<file path="config.mk">
export PLATFORM = sky130hd
export DESIGN_NAME = cdiv_dual_ratio
export DESIGN_NICKNAME = d
export VERILOG_FILES = /design/src/rtl/cdiv_pkg.sv /design/src/rtl/cdiv_cfg_decode.sv /design/src/rtl/cdiv_phase_seq.sv /design/src/rtl/cdiv_period_gen.sv /design/src/rtl/cdiv_dual_ratio.sv
export SDC_FILE = /design/constraint.sdc
export NUM_CORES = 1
export LEC_CHECK = 0
export ABC_AREA = 0
export BUFFER_PORTS_ARGS = -buffer_cell sky130_fd_sc_hd__clkbuf_2
export CORE_ASPECT_RATIO = 0.75
export CORE_UTILIZATION = 30
export CTS_CLUSTER_DIAMETER = 50
export CTS_CLUSTER_SIZE = 12
export DETAILED_ROUTE_END_ITERATION = 10
export PLACE_DENSITY_LB_ADDON = 0.08
export RECOVER_POWER = 50
export SLEW_MARGIN = 20
export SYNTH_ARGS = -nofsm -noshare
export SYNTH_HDL_FRONTEND = slang
export SYNTH_SLANG_ARGS = --single-unit
</file>
<file path="constraint.sdc">
create_clock -name clk_xtal -period 4.15 [get_ports clk_xtal]
set_clock_uncertainty 0.15 [all_clocks]
set_input_delay 0.6225 -clock clk_xtal [delete_from_list [all_inputs] [get_ports clk_xtal]]
set_output_delay 0.6225 -clock clk_xtal [all_outputs]
set_load 0.01 [all_outputs]
</file>
<file path="src/rtl/cdiv_pkg.sv">
package cdiv_pkg;
    // control word bit positions that the divider decodes
    localparam int DUAL_BIT = 28;
    localparam int OEN_BIT  = 30;
    localparam int IEN_BIT  = 31;
    localparam int BYP_BIT  = 24;

    typedef enum logic {
        PH_FIRST  = 1'b0,
        PH_SECOND = 1'b1
    } cdiv_phase_e;
endpackage

</file>
<file path="src/rtl/cdiv_cfg_decode.sv">
module cdiv_cfg_decode #(
    parameter int RATIO_W = 12,
    parameter int RPT_W   = 12
) (
    input  logic [31:0]        ctrl_word0,
    input  logic [31:0]        ctrl_word1,
    output logic [RATIO_W-1:0] n1_f,
    output logic [RATIO_W-1:0] n2_f,
    output logic [RPT_W-1:0]   m1_f,
    output logic [RPT_W-1:0]   m2_f,
    output logic               dual_en,
    output logic               bypass_en,
    output logic               in_gate,
    output logic               out_gate
);
    import cdiv_pkg::*;

    // the second field sits directly above the first
    localparam int N2_LSB = RATIO_W;
    localparam int M2_LSB = RPT_W;

    always_comb begin
        n1_f      = ctrl_word0[0 +: RATIO_W];
        n2_f      = ctrl_word0[N2_LSB +: RATIO_W];
        m1_f      = ctrl_word1[0 +: RPT_W];
        m2_f      = ctrl_word1[M2_LSB +: RPT_W];
        dual_en   = ctrl_word0[DUAL_BIT];
        bypass_en = ctrl_word1[BYP_BIT];
        in_gate   = ctrl_word0[IEN_BIT];
        out_gate  = ctrl_word0[OEN_BIT];
    end
endmodule

</file>
<file path="src/rtl/cdiv_phase_seq.sv">
module cdiv_phase_seq #(
    parameter int RATIO_W = 12,
    parameter int RPT_W   = 12
) (
    input  logic               clk,
    input  logic               rst,
    input  logic               run,
    input  logic               boundary,
    input  logic               first,
    input  logic               dual_en,
    input  logic [RATIO_W-1:0] n1_f,
    input  logic [RATIO_W-1:0] n2_f,
    input  logic [RPT_W-1:0]   m1_f,
    input  logic [RPT_W-1:0]   m2_f,
    output logic [RATIO_W-1:0] nxt_ratio
);
    import cdiv_pkg::*;

    typedef struct packed {
        cdiv_phase_e       phase;
        logic [RPT_W-1:0]  rep;
    } seq_t;

    seq_t seq_q, seq_d;
    logic [RPT_W-1:0] burst_last;

    always_comb begin
        seq_d      = seq_q;
        burst_last = (seq_q.phase == PH_FIRST) ? m1_f : m2_f;
        if (!run) begin
            seq_d.phase = PH_FIRST;
            seq_d.rep   = '0;
        end else if (boundary) begin
            if (first || !dual_en) begin
                seq_d.phase = PH_FIRST;
                seq_d.rep   = '0;
            end else if (seq_q.rep == burst_last) begin
                seq_d.phase = (seq_q.phase == PH_FIRST) ? PH_SECOND : PH_FIRST;
                seq_d.rep   = '0;
            end else begin
                seq_d.rep = seq_q.rep + 1'b1;
            end
        end
        nxt_ratio = (seq_d.phase == PH_SECOND) ? n2_f : n1_f;
    end

    always_ff @(posedge clk) begin
        if (rst) begin
            seq_q.phase <= PH_FIRST;
            seq_q.rep   <= '0;
        end else begin
            seq_q <= seq_d;
        end
    end

    // without alternation every new period is a first-ratio period
    p_single_first_r2: assert property (@(posedge clk) disable iff (rst)
        (run && boundary && !dual_en) |=> (seq_q.phase == PH_FIRST));

    // a stopped divider waits at the start of the sequence
    p_idle_restart_r7: assert property (@(posedge clk) disable iff (rst)
        !run |=> (seq_q.phase == PH_FIRST && seq_q.rep == '0));
endmodule

</file>
<file path="src/rtl/cdiv_period_gen.sv">
module cdiv_period_gen #(
    parameter int RATIO_W = 12
) (
    input  logic               clk,
    input  logic               rst,
    input  logic               run,
    input  logic [RATIO_W-1:0] nxt_ratio,
    output logic               boundary,
    output logic               first,
    output logic               out_q
);
    localparam int HW = RATIO_W + 1;

    typedef struct packed {
        logic               started;
        logic [RATIO_W-1:0] cnt;
        logic [RATIO_W-1:0] ratio;
        logic               out;
    } per_t;

    per_t st_q, st_d;
    logic [HW-1:0] half_cur;
    logic [RATIO_W-1:0] cnt_inc;

    always_comb begin
        first    = run && !st_q.started;
        boundary = run && (!st_q.started || st_q.cnt == st_q.ratio);
        half_cur = ({1'b0, st_q.ratio} + HW'(1)) >> 1;
        cnt_inc  = st_q.cnt + 1'b1;
        st_d     = st_q;
        if (!run) begin
            st_d = '0;
        end else if (boundary) begin
            st_d.started = 1'b1;
            st_d.cnt     = '0;
            st_d.ratio   = nxt_ratio;
            st_d.out     = (nxt_ratio != '0);
        end else begin
            st_d.cnt = cnt_inc;
            st_d.out = ({1'b0, cnt_inc} < half_cur);
        end
    end

    always_ff @(posedge clk) begin
        if (rst) st_q <= '0;
        else     st_q <= st_d;
    end

    assign out_q = st_q.out;

    // the cycle counter never passes the period length
    p_cnt_in_range_r2: assert property (@(posedge clk) disable iff (rst)
        st_q.started |-> (st_q.cnt <= st_q.ratio));

    // the ratio in use stays fixed inside a period
    p_ratio_hold_r9: assert property (@(posedge clk) disable iff (rst)
        (run && !boundary) |=> $stable(st_q.ratio));

    // each period whose ratio is at least two opens with a high phase
    p_rise_at_start_r4: assert property (@(posedge clk) disable iff (rst)
        (boundary && nxt_ratio != '0) |=> st_q.out);
endmodule

</file>
<file path="src/rtl/cdiv_dual_ratio.sv">
module cdiv_dual_ratio #(
    parameter int RATIO_W = 12,
    parameter int RPT_W   = 12
) (
    input  logic        clk_xtal,
    input  logic        rst,
    input  logic [31:0] ctrl_word0,
    input  logic [31:0] ctrl_word1,
    output logic        clk_div,
    output logic        div_enabled
);
    logic [RATIO_W-1:0] n1_f, n2_f, nxt_ratio;
    logic [RPT_W-1:0]   m1_f, m2_f;
    logic dual_en, bypass_en, in_gate, out_gate;
    logic boundary, first, div_q, run;

    cdiv_cfg_decode #(.RATIO_W(RATIO_W), .RPT_W(RPT_W)) u_dec (
        .ctrl_word0 (ctrl_word0),
        .ctrl_word1 (ctrl_word1),
        .n1_f       (n1_f),
        .n2_f       (n2_f),
        .m1_f       (m1_f),
        .m2_f       (m2_f),
        .dual_en    (dual_en),
        .bypass_en  (bypass_en),
        .in_gate    (in_gate),
        .out_gate   (out_gate)
    );

    assign run = in_gate;

    cdiv_phase_seq #(.RATIO_W(RATIO_W), .RPT_W(RPT_W)) u_seq (
        .clk       (clk_xtal),
        .rst       (rst),
        .run       (run),
        .boundary  (boundary),
        .first     (first),
        .dual_en   (dual_en),
        .n1_f      (n1_f),
        .n2_f      (n2_f),
        .m1_f      (m1_f),
        .m2_f      (m2_f),
        .nxt_ratio (nxt_ratio)
    );

    cdiv_period_gen #(.RATIO_W(RATIO_W)) u_per (
        .clk       (clk_xtal),
        .rst       (rst),
        .run       (run),
        .nxt_ratio (nxt_ratio),
        .boundary  (boundary),
        .first     (first),
        .out_q     (div_q)
    );

    assign clk_div     = in_gate && out_gate && (bypass_en ? clk_xtal : div_q);
    assign div_enabled = in_gate || out_gate;

    // a clear gate bit keeps the output low
    p_gated_low_r6: assert property (@(posedge clk_xtal) disable iff (rst)
        !(ctrl_word0[30] && ctrl_word0[31]) |-> !clk_div);
endmodule

</file>
==> out/metrics.cfg, run 1 <==
[placed_design]
placement.io_buffers = 55
dpl.hpwl_mm = 5.129
place_inst = 445
place_worst_setup_slack_ns = 1.034
routabilityCongestion = 0.8027

[route]
wire_per_inst_um = 13.84
drc = 0
num_vias = 2165
drt_pass1_iterations = 4
ant_nets = 0
drt-initial-drc-count = 56
wl_mm = 6.309
viasPerCell = 4.748

[sta]
slew_violations = 0
worstMarginPinSlew_ns = 1.238
whs_ns = 0.3002
finalHoldViolations = 0
rsz0062_at_grt = no
setup_viol = 0
slew_headroom_pct = 16.59
setup_slack_ns = 0.7672
finalSetupTns_ns = 0

[cells_and_area]
seq_area_sq_um = 780.7
fillers = 871
fin_cells = 456
multi_input_area_sq_um = 1774
layout_commonest_cell = clkbuf_2
final_nets = 427
diodes = 0
area_growth_pct = 23.28
final_layout_size_suffix_gt1_share_pct = 20.98
final_cell_mix = 53 x clkbuf_2, 40 x xor2_1, 39 x dfxtp_1, 26 x mux2i_1, 23 x nand2_1

[clock_network]
ctsResizeCount = 0
postCtsSetupBuffers = 0
hold_buffers = 0
clk_latency_ns = 0.39
clk_pin_slew_ns = 0.06
cts_tree = done

[setup_path]
max_stage_delay_ns = 0.13
required_ns = 3.38
crit_fanout = 2
crit_arrival_ns = 2.61
cpMostUsedCell = clkbuf_16
path_class = clock port to primary output
crit_slowest_cell = clkbuf_16
start_kind = clock port
path_cells = clkbuf_16, clkbuf_16, mux2i_1, nor2_1, clkbuf_2
crit_path_end_kind = primary output

[power_and_ir_drop]
finalPower_mw = 1.037
p_leak_nw = 1.539
p_per_area_nw_per_um2 = 322.7
ir_drop_mv = 0.2877

[floorplanning]
io_pins = 68
coreArea_sq_um = 8454
die_h_um = 82.72
fp-row-count = 29
die_area_sq_um = 9068
fp.dieW_um = 109.6
start_util_pct = 30.83

[yosys]
synth-main-ff-cell = dfxtp_1
synth_edf_count = 0
syn-num-nets = 367
seq_area_frac_synth_pct = 29.96
synth.distinct_cells = 42
syn_inst = 287
synth.cell_area_sq_um = 2606
ys_warn_count = 0
async_flop_share_pct = 0
ys_ff_latch = 39
synth.avg_cell_area_sq_um = 9.081

[global_route]
grt_pass1_vias = 2010
track_usage_pct = 15.34
grt_pass1_wl_mm = 10.18
grt_max_degree = 23
antenna_found_initial = 0
grt.overflow.total = 0

[outcome]
status = completed

[job]
maxCapViolations = 0

[min_path]
hold_path_class = primary input to flip-flop

==> state kept, by name (all words and copies together), names as in the netlist <==
| register | flops |
|---|---|
| u_seq.seq_q | 13 |
| u_per.st_q | 25 |
| u_per.out_q | 1 |
==> cells in the mapped netlist, drive strengths merged, types with 9 or more instances <==
cell | n | area share [%]
nor4 | 11 | 3.5
nor2 | 15 | 2.2
and2 | 9 | 2.3
nand2 | 23 | 3.3
xnor2 | 13 | 4.4
mux2i | 26 | 10
and3 | 21 | 5.0
dfxtp | 39 | 30
nand4 | 9 | 2.2
nand3 | 16 | 3.1
o21ai | 14 | 2.7
ha | 14 | 6.7
xor2 | 40 | 13
==> report_power, final <==
group	switching [mW]	internal, mW	leakage, nW	total (mW)
clock network	0.163	0.382	0.126	0.545
logic	0.0517	0.0458	1.10	0.0975
registers	0.0115	0.382	0.316	0.394
==> final cells by class <==
class	instances	area share, %
multi-input combinational	240	55.22
sequential	39	24.30
timing repair buffer	56	8.801
clock buffer	12	7.360
tap	108	4.206
inverter	1	0.1168
==> worst max-delay path, delay by kind of cell <==
kind	cells	cell delay (ns)
simple gates	1	0.05
mux	1	0.12
buf+inv	3	0.37
==> kinds of logic (layout without fill, tap and decap cells) <==
logic type	Yosys count	in the layout	synth area share [%]
flops	39	39	29.96
compound gates	30	30	8.210
xor+xnor	53	53	17.81
buf+inv	8	69	1.968
fa+ha+maj	14	14	6.721
simple gates	116	116	24.92
mux	27	27	10.42
==> metrics by stage <==
step           instance area (sq um)  util, %
6_report                        3213    38.01
3_5_place_dp                    2984    35.30
2_1_floorplan                   2606        -
5_1_grt                         3213    38.01
3_3_place_gp                    2984    35.30
4_1_cts                         3216    38.03
==> path summary, 6_finish.rpt <==
kind / startpoint / endpoint / slack (ns) / cells past startpoint
hold reg to reg: u_per.st_q[9]$_SDFFE_PP0N_ / u_per.st_q[9]$_SDFFE_PP0N_ / 0.38 / 2
setup / recovery: clk_xtal / clk_div / 0.77 / 5
hold / removal: rst / u_per.st_q[25]$_SDFFE_PP0N_ / 0.30 / 2
setup reg to reg: u_per.st_q[10]$_SDFFE_PP0N_ / u_seq.seq_q[3]$_SDFFE_PP0N_ / 0.86 / 7
==> layer usage <==
layer / vias up / share of wire (%) / GRT usage, %
met5: - / 0 / 0
met4: 0 / 1.2 / 5.867
met3: 8 / 4.8 / 3.532
met2: 50 / 36 / 19.25
met1: 947 / 58 / 24.03
li1: 1160 / - / -
Power figures use the tool's default switching activity.
==> inputs of run 2 (changes only) <==
- ABC_AREA: 0 -> 1
- clock period: 4.15 -> 3.4 ns (I/O delays scaled with it)
==> run 2 against run 1 <==
Sequential share of layout area down 2.7 points. Cell count up 51%. Final area up 13%. Worst hold slack worse by 0.15 ns. Critical path type unchanged. Synthesized area up 15%. First-iteration DRC count up 120%. Register-to-register slack worse by 0.36 ns. Core utilization down 0.73 points. Clock power up 16%. Sequential power up 21%. Via count up 40%.
==> out/metrics.cfg, run 2 <==
[min_path]
hold_path_class = primary input to flip-flop
hold_path_startpoint = rst
whs_path_depth = 2
min_to = u_seq.seq_q[12]$_SDFF_PP0_

[global_route]
grt_max_degree = 25
grt_pass1_wl_mm = 13.81
grt_pass1_vias = 2924
track_usage_pct = 17.13
grt.overflow.total = 0
antenna_found_initial = 0

[cells_and_area]
final_cell_mix = 153 x nand2_1, 97 x inv_1, 53 x clkbuf_2, 47 x nor2_1, 39 x dfxtp_1
largest_reg_flops = 25
final_nets = 636
layout_commonest_cell = nand2_1
area_growth_pct = 20.22
fin_cells = 689
diodes = 0
fin_util_pct = 37.28
final_layout_size_suffix_gt1_share_pct = 13.64
regMostFlops = u_per.st_q

[sta]
worstMarginPinSlew_ns = 1.202
slew_headroom_pct = 19.87
setup_viol = 0
finalHoldViolations = 0
slew_violations = 0
rsz0062_at_grt = no
whs_ns = 0.1481
fmax_mhz = 344.3
period_share_pct = 85.61
finalSetupTns_ns = 0
fin_crit_ns = 2.911

[yosys]
synth.avg_cell_area_sq_um = 6.062
synth-main-ff-cell = dfxtp_1
synth_top_area_share_pct = 25.97
synth_edf_count = 0
syn_inst = 496
synth.cell_area_sq_um = 3007
yosysTopAreaCell = dfxtp_1
async_flop_share_pct = 0
synth.distinct_cells = 36
seq_area_frac_synth_pct = 25.97
ys_warn_count = 0
yosysMostFrequentCell = nand2_1
ys_ff_latch = 39
synth_commonest_cells = 152 x nand2_1, 97 x inv_1, 47 x nor2_1
synthTopCellsByArea = dfxtp_1 26%, nand2_1 19%, inv_1 12%, nor2_1 5.9%, ha_1 5.8%
syn-num-nets = 576

[power_and_ir_drop]
p_per_area_nw_per_um2 = 353.2
ir_drop_mv = 0.2510
combPwrFrac_pct = 13.1
switchingPower_mw = 0.3168
power_frac_clock_pct = 49.5
internal_power_mw = 0.9599
p_sw_share_pct = 24.82
p_leak_nw = 1.788
finalPower_mw = 1.277
seqPwrFrac_pct = 37.4

[setup_path]
startpoint = clk_xtal
required_ns = 2.74
path_class = clock port to primary output
start_kind = clock port
crit_arrival_ns = 2.25
reg2reg_depth = 13
r2r_end = u_seq.seq_q[8]$_SDFFE_PP0N_
crit_path_end_kind = primary output
crit_fanout = 2
ff2ff_setup_slack_ns = 0.50
rr_startpoint = u_seq.seq_q[12]$_SDFF_PP0_

[placed_design]
place_inst = 678
placement.io_buffers = 55
routabilityCongestion = 0.8144
dpl.hpwl_mm = 6.786

[route]
num_vias = 3040
ant_nets = 0
drt-initial-drc-count = 122
wl_mm = 8.287
drt_pass1_iterations = 4
wire_per_inst_um = 12.03
viasPerCell = 4.412
drc = 0

[floorplanning]
start_util_pct = 31.01
io_pins = 68
die_h_um = 88.70
fp.dieW_um = 117.6
coreArea_sq_um = 9697
die_area_sq_um = 10430
fp-row-count = 31

[clock_network]
cts_tree = done
hold_buffers = 0
clk_pin_slew_ns = 0.06
clk_latency_ns = 0.39
ctsResizeCount = 0
postCtsSetupBuffers = 0

[outcome]
status = completed

[job]
maxCapViolations = 0

[run 2: cell count changes in the layout (fill, tap and decap cells not counted), sizes merged, moves of 9 or more]
| cell | before | now |
|---|---|---|
| nor2 | 15 | 49 |
| inv | 1 | 98 |
| and2 | 9 | 0 |
| o22ai | 0 | 14 |
| xnor2 | 13 | 2 |
| nand2 | 23 | 154 |
| nand3 | 16 | 35 |
| nor3 | 2 | 13 |
| and3 | 21 | 0 |
| xor2 | 40 | 16 |
| mux2i | 26 | 1 |
[run 2: worst max path at each step]
stage	end	slack, ns
global route	u_seq.seq_q[8]$_SDFFE_PP0N_	0.19
global placement	u_per.out_q$_SDFF_PP0_	0.60
floorplan	clk_div	0.85
CTS	clk_div	0.48
finish	clk_div	0.49
detailed placement	u_per.out_q$_SDFF_PP0_	0.58
[run 2: power groups by stage]
| stage | Clock, mW | Sequential (mW) | Combinational [mW] |
|---|---|---|---|
| after detailed placement | 0.00825 | 0.487 | 0.171 |
| after global placement | 0.00825 | 0.488 | 0.170 |
| after CTS | 0.649 | 0.478 | 0.172 |
| after floorplan | 0.00658 | 0.484 | 0.105 |
| final | 0.632 | 0.478 | 0.167 |
| after global routing | 0.674 | 0.479 | 0.193 |
[run 2: routing by layer]
| layer | GRT usage (%) | routed length (um) | part of all wire, % | up-vias |
|---|---|---|---|---|
| li1 | - | - | - | 1676 |
| met1 | 25.13 | 4754 | 57 | 1304 |
| met2 | 24.69 | 3096 | 37 | 54 |
| met3 | 4.188 | 375 | 4.5 | 6 |
| met4 | 4.429 | 60 | 0.72 | 0 |
| met5 | 0 | 0 | 0 | - |
[run 2: area by class of cell]
class	instances	area, sq um
Fill cell	1091	6082
Multi-Input combinational cell	348	1775
Sequential cell	39	780.7
Inverter	99	374.1
Timing Repair Buffer	59	301.5
Clock buffer	11	212.7
Tap cell	132	165.2
Clock inverter	1	5.005
[run 2: critical path, stage by stage]
cell	delay, ns
clkbuf_16	0.12
clkbuf_16	0.13
mux2i_1	0.12
nor3_1	0.06
clkbuf_2	0.13
[run 2: cells by family after synthesis]
group                      count (synthesis)  share of synthesized area, %
adders and majority gates                 14                         5.826
DFF                                       39                         25.97
xor gates and xnor gates                  18                         5.243
buffers and inverters                    109                         14.77
muxes                                      1                        0.3329
and+or+nand+nor                          274                         39.66
AOI/OAI and AO/OA                         41                         8.199
[run 2: stage by stage]
| step | area (sq um) | setup slack [ns] |
|---|---|---|
| 6_report | 3615 | 0.4892 |
| 5_1_grt | 3615 | 0.1861 |
| 4_1_cts | 3627 | 0.4782 |
| 3_5_place_dp | 3415 | 0.5847 |
| 3_3_place_gp | 3415 | 0.5956 |
| 2_1_floorplan | 3007 | 0.8458 |
